### config.mk
export PLATFORM = sky130hd
export DESIGN_NAME = pause_frame_inserter
export DESIGN_NICKNAME = d
export VERILOG_FILES = /design/src/rtl/pfg_pkg.sv /design/src/rtl/pfg_regs.sv /design/src/rtl/pfg_builder.sv /design/src/rtl/pfg_splicer.sv /design/src/rtl/pause_frame_inserter.sv
export SDC_FILE = /design/constraint.sdc
export NUM_CORES = 1
export LEC_CHECK = 0
export ABC_AREA = 1
export BUFFER_PORTS_ARGS = -buffer_cell sky130_fd_sc_hd__buf_2
export CORE_MARGIN = 3
export CORE_UTILIZATION = 60
export DETAILED_ROUTE_END_ITERATION = 8
export MAX_ROUTING_LAYER = met4
export PLACE_DENSITY = 0.88
export SYNTH_ARGS = -nofsm -noshare
export SYNTH_HDL_FRONTEND = slang
export SYNTH_HIERARCHICAL = 1
export SYNTH_SLANG_ARGS = --single-unit
### constraint.sdc
create_clock -name clk -period 1.8 [get_ports clk]
set_input_delay 0.09 -clock clk [delete_from_list [all_inputs] [get_ports clk]]
set_output_delay 0.09 -clock clk [all_outputs]
set_load 0.05 [all_outputs]
### src/rtl/pfg_pkg.sv
package pfg_pkg;
   localparam int unsigned HDR_BYTES = 18;
   localparam logic [15:0] CTRL_ETYPE = 16'h8808;
   localparam logic [15:0] PAUSE_OPC  = 16'h0001;
   localparam logic [47:0] RSVD_MCAST = 48'h0180_C200_0001;
   localparam int unsigned MIN_FRAME  = 60;

   typedef struct packed {
      logic        mcast;
      logic [15:0] ptime;
      logic [47:0] ucast_da;
   } pfg_cfg_t;
endpackage

### src/rtl/pfg_regs.sv
module pfg_regs
   import pfg_pkg::*;
#(
   parameter int unsigned ADDR_W   = 2,
   parameter int unsigned OFS_CTRL = 0,
   parameter int unsigned OFS_DALO = 1,
   parameter int unsigned OFS_DAHI = 2,
   parameter int unsigned OFS_TRIG = 3
) (
   input  logic              clk,
   input  logic              rst_n,
   input  logic              cfg_wr,
   input  logic [ADDR_W-1:0] cfg_addr,
   input  logic [31:0]       cfg_wdata,
   output pfg_cfg_t          cfg_live,
   output logic              trig
);
   localparam logic [ADDR_W-1:0] A_CTRL = ADDR_W'(OFS_CTRL);
   localparam logic [ADDR_W-1:0] A_DALO = ADDR_W'(OFS_DALO);
   localparam logic [ADDR_W-1:0] A_DAHI = ADDR_W'(OFS_DAHI);
   localparam logic [ADDR_W-1:0] A_TRIG = ADDR_W'(OFS_TRIG);

   if (OFS_CTRL >= 2**ADDR_W || OFS_DALO >= 2**ADDR_W ||
       OFS_DAHI >= 2**ADDR_W || OFS_TRIG >= 2**ADDR_W) begin : g_bad_ofs
      $error("pfg_regs: register offset does not fit ADDR_W");
   end
   if (OFS_CTRL == OFS_TRIG || OFS_DALO == OFS_TRIG ||
       OFS_DAHI == OFS_TRIG || OFS_CTRL == OFS_DALO ||
       OFS_CTRL == OFS_DAHI || OFS_DALO == OFS_DAHI) begin : g_dup_ofs
      $error("pfg_regs: register offsets must be distinct");
   end

   logic        mcast_q;
   logic [15:0] ptime_q;
   logic [31:0] dalo_q;
   logic [15:0] dahi_q;

   always_ff @(posedge clk or negedge rst_n) begin
      if (!rst_n) begin
         mcast_q <= 1'b0;
         ptime_q <= '0;
         dalo_q  <= '0;
         dahi_q  <= '0;
      end else if (cfg_wr) begin
         if (cfg_addr == A_CTRL) begin
            mcast_q <= cfg_wdata[16];
            ptime_q <= cfg_wdata[15:0];
         end
         if (cfg_addr == A_DALO) dalo_q <= cfg_wdata;
         if (cfg_addr == A_DAHI) dahi_q <= cfg_wdata[15:0];
      end
   end

   assign trig = cfg_wr && (cfg_addr == A_TRIG);

   always_comb begin
      cfg_live.mcast    = mcast_q;
      cfg_live.ptime    = ptime_q;
      cfg_live.ucast_da = {dahi_q, dalo_q};
   end
endmodule

### src/rtl/pfg_builder.sv
module pfg_builder
   import pfg_pkg::*;
#(
   parameter int unsigned FRAME_LEN = 60,
   parameter logic [47:0] SRC_MAC   = 48'h0,
   parameter logic [47:0] MC_ADDR   = RSVD_MCAST,
   localparam int unsigned IDX_W    = $clog2(FRAME_LEN)
) (
   input  pfg_cfg_t          cfg,
   input  logic [IDX_W-1:0]  idx,
   output logic [7:0]        byte_o
);
   localparam int unsigned SLOT_W = $clog2(HDR_BYTES);
   localparam int unsigned SLOTS  = 2**SLOT_W;
   localparam logic [IDX_W-1:0] HDR_END = IDX_W'(HDR_BYTES);

   logic [47:0] da_sel;
   logic [7:0]  hdr [SLOTS];

   assign da_sel = cfg.mcast ? MC_ADDR : cfg.ucast_da;

   for (genvar g = 0; g < 6; g++) begin : g_addr
      assign hdr[g]     = da_sel[47-8*g -: 8];
      assign hdr[6 + g] = SRC_MAC[47-8*g -: 8];
   end
   assign hdr[12] = CTRL_ETYPE[15:8];
   assign hdr[13] = CTRL_ETYPE[7:0];
   assign hdr[14] = PAUSE_OPC[15:8];
   assign hdr[15] = PAUSE_OPC[7:0];
   assign hdr[16] = cfg.ptime[15:8];
   assign hdr[17] = cfg.ptime[7:0];
   for (genvar g = HDR_BYTES; g < SLOTS; g++) begin : g_fill
      assign hdr[g] = 8'h00;
   end

   assign byte_o = (idx < HDR_END) ? hdr[idx[SLOT_W-1:0]] : 8'h00;
endmodule

### src/rtl/pfg_splicer.sv
module pfg_splicer
   import pfg_pkg::*;
#(
   parameter int unsigned FRAME_LEN = 60,
   localparam int unsigned IDX_W    = $clog2(FRAME_LEN)
) (
   input  logic             clk,
   input  logic             rst_n,
   input  logic             trig,
   input  pfg_cfg_t         cfg_live,
   output pfg_cfg_t         cfg_snap,
   output logic [IDX_W-1:0] idx,
   input  logic [7:0]       frame_byte,
   input  logic             cli_valid,
   input  logic [7:0]       cli_data,
   input  logic             cli_sop,
   input  logic             cli_eop,
   output logic             cli_ready,
   output logic             tx_valid,
   output logic [7:0]       tx_data,
   output logic             tx_sop,
   output logic             tx_eop,
   input  logic             tx_ready,
   output logic             busy,
   output logic             pend,
   output logic             in_pkt
);
   localparam logic [IDX_W-1:0] LAST = IDX_W'(FRAME_LEN - 1);

   logic busy_q, pend_q, in_pkt_q;
   logic [IDX_W-1:0] idx_q;
   pfg_cfg_t snap_q;
   logic cap, cli_go, last, cli_acc;

   assign cap    = pend_q && !in_pkt_q && !busy_q;
   assign cli_go = !busy_q && !cap;
   assign last   = (idx_q == LAST);
   assign cli_acc = cli_valid && cli_ready;

   always_comb begin
      if (busy_q) begin
         tx_valid = 1'b1;
         tx_data  = frame_byte;
         tx_sop   = (idx_q == '0);
         tx_eop   = last;
      end else begin
         tx_valid = cli_go && cli_valid;
         tx_data  = cli_data;
         tx_sop   = cli_go && cli_sop;
         tx_eop   = cli_go && cli_eop;
      end
   end
   assign cli_ready = cli_go && tx_ready;

   always_ff @(posedge clk or negedge rst_n) begin
      if (!rst_n) begin
         busy_q   <= 1'b0;
         pend_q   <= 1'b0;
         in_pkt_q <= 1'b0;
         idx_q    <= '0;
         snap_q   <= '0;
      end else begin
         pend_q <= trig || (pend_q && !cap);
         if (cap) begin
            busy_q <= 1'b1;
            idx_q  <= '0;
            snap_q <= cfg_live;
         end else if (busy_q && tx_ready) begin
            if (last) begin
               busy_q <= 1'b0;
               idx_q  <= '0;
            end else begin
               idx_q <= idx_q + 1'b1;
            end
         end
         if (cli_acc) begin
            if (cli_eop)      in_pkt_q <= 1'b0;
            else if (cli_sop) in_pkt_q <= 1'b1;
         end
      end
   end

   assign cfg_snap = snap_q;
   assign idx      = idx_q;
   assign busy     = busy_q;
   assign pend     = pend_q;
   assign in_pkt   = in_pkt_q;
endmodule

### src/rtl/pause_frame_inserter.sv
module pause_frame_inserter
   import pfg_pkg::*;
#(
   parameter int unsigned ADDR_W    = 2,
   parameter int unsigned OFS_CTRL  = 0,
   parameter int unsigned OFS_DALO  = 1,
   parameter int unsigned OFS_DAHI  = 2,
   parameter int unsigned OFS_TRIG  = 3,
   parameter int unsigned FRAME_LEN = 60,
   parameter logic [47:0] SRC_MAC   = 48'h0200_0000_0001,
   parameter logic [47:0] MC_ADDR   = RSVD_MCAST
) (
   input  logic              clk,
   input  logic              rst_n,
   input  logic              cfg_wr,
   input  logic [ADDR_W-1:0] cfg_addr,
   input  logic [31:0]       cfg_wdata,
   input  logic              cli_valid,
   input  logic [7:0]        cli_data,
   input  logic              cli_sop,
   input  logic              cli_eop,
   output logic              cli_ready,
   output logic              tx_valid,
   output logic [7:0]        tx_data,
   output logic              tx_sop,
   output logic              tx_eop,
   input  logic              tx_ready
);
   localparam int unsigned IDX_W = $clog2(FRAME_LEN);

   if (FRAME_LEN < MIN_FRAME) begin : g_short
      $error("pause_frame_inserter: FRAME_LEN below minimum frame size");
   end
   if (ADDR_W < 2) begin : g_narrow
      $error("pause_frame_inserter: ADDR_W must address four registers");
   end

   pfg_cfg_t         cfg_live, cfg_snap;
   logic             trig, busy, pend, in_pkt;
   logic [IDX_W-1:0] idx;
   logic [7:0]       frame_byte;

   pfg_regs #(
      .ADDR_W(ADDR_W), .OFS_CTRL(OFS_CTRL), .OFS_DALO(OFS_DALO),
      .OFS_DAHI(OFS_DAHI), .OFS_TRIG(OFS_TRIG)
   ) u_regs (
      .clk(clk), .rst_n(rst_n), .cfg_wr(cfg_wr), .cfg_addr(cfg_addr),
      .cfg_wdata(cfg_wdata), .cfg_live(cfg_live), .trig(trig)
   );

   pfg_builder #(
      .FRAME_LEN(FRAME_LEN), .SRC_MAC(SRC_MAC), .MC_ADDR(MC_ADDR)
   ) u_build (
      .cfg(cfg_snap), .idx(idx), .byte_o(frame_byte)
   );

   pfg_splicer #(.FRAME_LEN(FRAME_LEN)) u_splice (
      .clk(clk), .rst_n(rst_n), .trig(trig), .cfg_live(cfg_live),
      .cfg_snap(cfg_snap), .idx(idx), .frame_byte(frame_byte),
      .cli_valid(cli_valid), .cli_data(cli_data), .cli_sop(cli_sop),
      .cli_eop(cli_eop), .cli_ready(cli_ready), .tx_valid(tx_valid),
      .tx_data(tx_data), .tx_sop(tx_sop), .tx_eop(tx_eop),
      .tx_ready(tx_ready), .busy(busy), .pend(pend), .in_pkt(in_pkt)
   );
endmodule

==> results.json <==
{
  "yosys-top-cells-area": "dfrtp_1 (52%), nand2_1 (26%), nand4_1 (5.0%), nand3_1 (4.0%), buf_6 (2.2%)",
  "rsz0062_at_grt": "true",
  "netlist_area_um2": 6711,
  "final_max_slew_viol_count": 0,
  "place_hpwl_mm": 11.67,
  "clk_pin_slew_ns": 0.06,
  "wl_per_cell_um": 17.10,
  "r2r_cells": 7,
  "finalCritPeriodShare_pct": 118.1,
  "htree_num_levels": 4,
  "yosys-top-cells-count": "nand2_1 (462), dfrtp_1 (139), nand4_1 (54), nand3_1 (53), inv_1 (35)",
  "synth_async_sr_flop_share_pct": 100.0,
  "port_buffers": 60,
  "worst_pin_slew_ns": 0.7365,
  "dr.pass1.iters": 5,
  "synth-seq-cells": 139,
  "post_dp_cell_area_um2": 7124,
  "clockPowerShare_pct": 29.8,
  "num_antenna_cells": 0,
  "fin_setup_tns_ns": -2.655,
  "seqPwrFrac_pct": 37.0,
  "r2r-start": "u_splice/busy",
  "cts_buffers": 17,
  "synth-edff-count": 0,
  "relSlewSlack_pct": 50.84,
  "path_cells": "buf_4 > buf_12 > nand3_1 > nand3_1 > nand2_1 > nand2_1 > nand3_2 > a21oi_2 > nand2_1 > nand2_1 > buf_6",
  "maxCapViolCount": 0,
  "initial_core_util_pct": 63.31,
  "clock_skew_ns": 0.01163,
  "powerDensity_nw_per_um2": 1373,
  "syn_nets": 920,
  "cts_tree": "built",
  "cts.sinks": 139,
  "synthFlopType": "dfrtp_1",
  "drtAntennaViolNets": 0,
  "critPathSlowestCell": "dfrtp_1",
  "grt-ovfl-total": 0,
  "fin_crit_ns": 2.126,
  "critPathMaxFanout": 13,
  "antenna_found_initial": 0,
  "finalSetupViolations": 10,
  "fin_area_um2": 8421,
  "yosys.area.top_type": "dfrtp_1",
  "max_freq_mhz": 470.5,
  "coreArea_um2": 10600,
  "grt_pass1_vias": 6143,
  "net-switching-power_mw": 4.378,
  "synth_cell_types": 25,
  "fp.dieW_um": 111.8,
  "grt_use_total_pct": 32.37,
  "violations": "negative setup slack",
  "status": "finished with violations",
  "die_height_um": 111.8,
  "rows": 37,
  "combPwrFrac_pct": 33.2,
  "synth.most_common_cell": "nand2_1",
  "r2r-end": "u_splice/in_pkt",
  "gp_congestion": 0.9517,
  "swShare_pct": 37.88,
  "clkLatencyLatePin_ns": 0.52,
  "syn_area_per_cell_um2": 7.723,
  "min_path_type": "in -> async",
  "p_leak_nw": 4.541,
  "floorplan.die_area_um2": 12490,
  "drtIter0Drc": 662,
  "cp-end-kind": "output port",
  "cp_data_required_time_ns": 1.71,
  "vias": 6423,
  "peakVddDrop_mv": 0.9064,
  "grt_max_degree": 57,
  "drt-total-wl_mm": 19.25,
  "r2r_slack_ns": 0.16,
  "internal_power_mw": 7.179,
  "setup_slack_ns": -0.3255,
  "grt_pass1_wl_mm": 31.49,
  "path_class": "reg -> out",
  "synthCells": 869,
  "crit_path_start_kind": "flop",
  "fin_nets": 1028,
  "yosysWarningCount": 6,
  "path_common_cell": "nand2_1",
  "drive_gt1_share_pct": 17.78,
  "cts_buffer_depth": 2,
  "drc": 0,
  "cts-root-buf": "clkbuf_8",
  "area_growth_pct": 25.47,
  "critical-path-max-stage-delay_ns": 0.36,
  "yosysSeqAreaShare_pct": 51.83,
  "viasPerCell": 5.704,
  "io_pins": 61,
  "finalHoldViolCount": 0,
  "cp.arrival_ns": 2.04,
  "synth_top_cell_area_share_pct": 51.83
}
## flip-flops by register name, indices dropped and copies added, names as in the netlist
register / flops
u_regs/dahi_q: 16
u_regs/dalo_q: 32
u_regs/mcast_q: 1
u_regs/ptime_q: 16
u_splice/busy: 1
u_splice/cfg_snap: 65
u_splice/idx: 6
u_splice/in_pkt: 1
u_splice/pend: 1
## layer usage
layer  vias up  GRT usage, %  part of all wire, %
met5         -             -                    0
met3        54         4.837                  7.2
met2       354         49.80                   48
met1      3040         43.91                   42
met4         0         12.25                  3.0
li1       2975             -                    -
## logic make-up (layout without fill, tap and decap cells)
logic type	Yosys count	in the layout	share of synthesized area, %
AND/OR/NAND/NOR	609	609	38.03
flip-flops	139	139	51.83
buffers and inverters	91	212	7.513
AO/OA/AOI/OAI	26	26	1.995
adder cells (fa/ha/maj)	2	2	0.3728
XOR/XNOR	2	2	0.2610
## final cells by class
type / instances / area, um^2
repair buffers: 139 / 1170
clock buffers: 18 / 427.9
well taps: 136 / 170.2
fillers: 665 / 2181
flip-flops and latches: 139 / 3483
clock inverters: 14 / 153.9
inverters: 41 / 168.9
multi-input cells: 639 / 2846
## how the worst max path moves through the flow
stage,startpoint,slack [ns],to,cells past startpoint
global placement,u_splice/idx[1],0.06,tx_data[5],12
finish,u_splice/idx[0],-0.33,tx_data[0],11
global route,u_splice/idx[2],-0.46,tx_data[1],9
detailed placement,u_splice/idx[2],0.07,tx_data[7],9
floorplan,u_splice/idx[1],0.16,tx_data[5],12
CTS,u_splice/idx[1],-0.33,tx_data[5],12
## what timing repair did
action,in CTS,in global routing
pin swaps,15,10
hold endpoints to repair,205,0
setup endpoints to repair,11,13
buffers inserted,9,2
gates cloned,1,0
resized for setup,63,8
hold buffers,40,0
## placed cells by master (no fill, tap or decap), types with 3 or more instances in the layout
cell	n
o21ai_1	9
dfrtp_2	4
inv_2	6
o21ai_0	6
buf_2	48
nand2_1	457
buf_4	26
inv_1	31
dlygate4sd3_1	40
buf_12	6
nand3_1	50
nand3_2	4
inv_6	5
nor2_1	27
inv_4	3
nand4_1	54
nor2_4	4
nor2_2	3
nand2_2	6
a21oi_2	7
inv_8	4
clkbuf_16	16
buf_6	19
dfrtp_1	135
## worst max-delay path, delay by kind of cell (launching register included)
| kind | cells | cell delay, ns |
|---|---|---|
| buffers and inverters | 3 | 0.46 |
| flip-flops | 1 | 0.36 |
| AO/OA/AOI/OAI | 1 | 0.14 |
| AND/OR/NAND/NOR | 7 | 0.55 |
## per-stage QoR
stage	std cells	util, %	setup WS, ns	power (mW)	hold WS (ns)
final	1126	79.43	-0.3255	11.56	0.04956
after global routing	1126	79.43	-0.4584	12.12	0.06757
after CTS	1124	79.07	-0.3298	11.42	0.01046
after detailed placement	1042	67.20	0.06562	7.378	0.02818
after global placement	1042	67.20	0.05657	7.316	0.03020
after floorplan	869	-	0.1643	6.345	-0.2056
## power groups by stage
stage / registers (mW) / clock network (mW) / logic (mW)
5_1_grt: 4.33 / 3.59 / 4.20
3_3_place_gp: 4.25 / 0 / 3.06
4_1_cts: 4.25 / 3.45 / 3.73
2_1_floorplan: 4.11 / 0 / 2.23
6_report: 4.27 / 3.45 / 3.84
3_5_place_dp: 4.26 / 0 / 3.12
No activity file was read; power rests on OpenSTA's default activity.
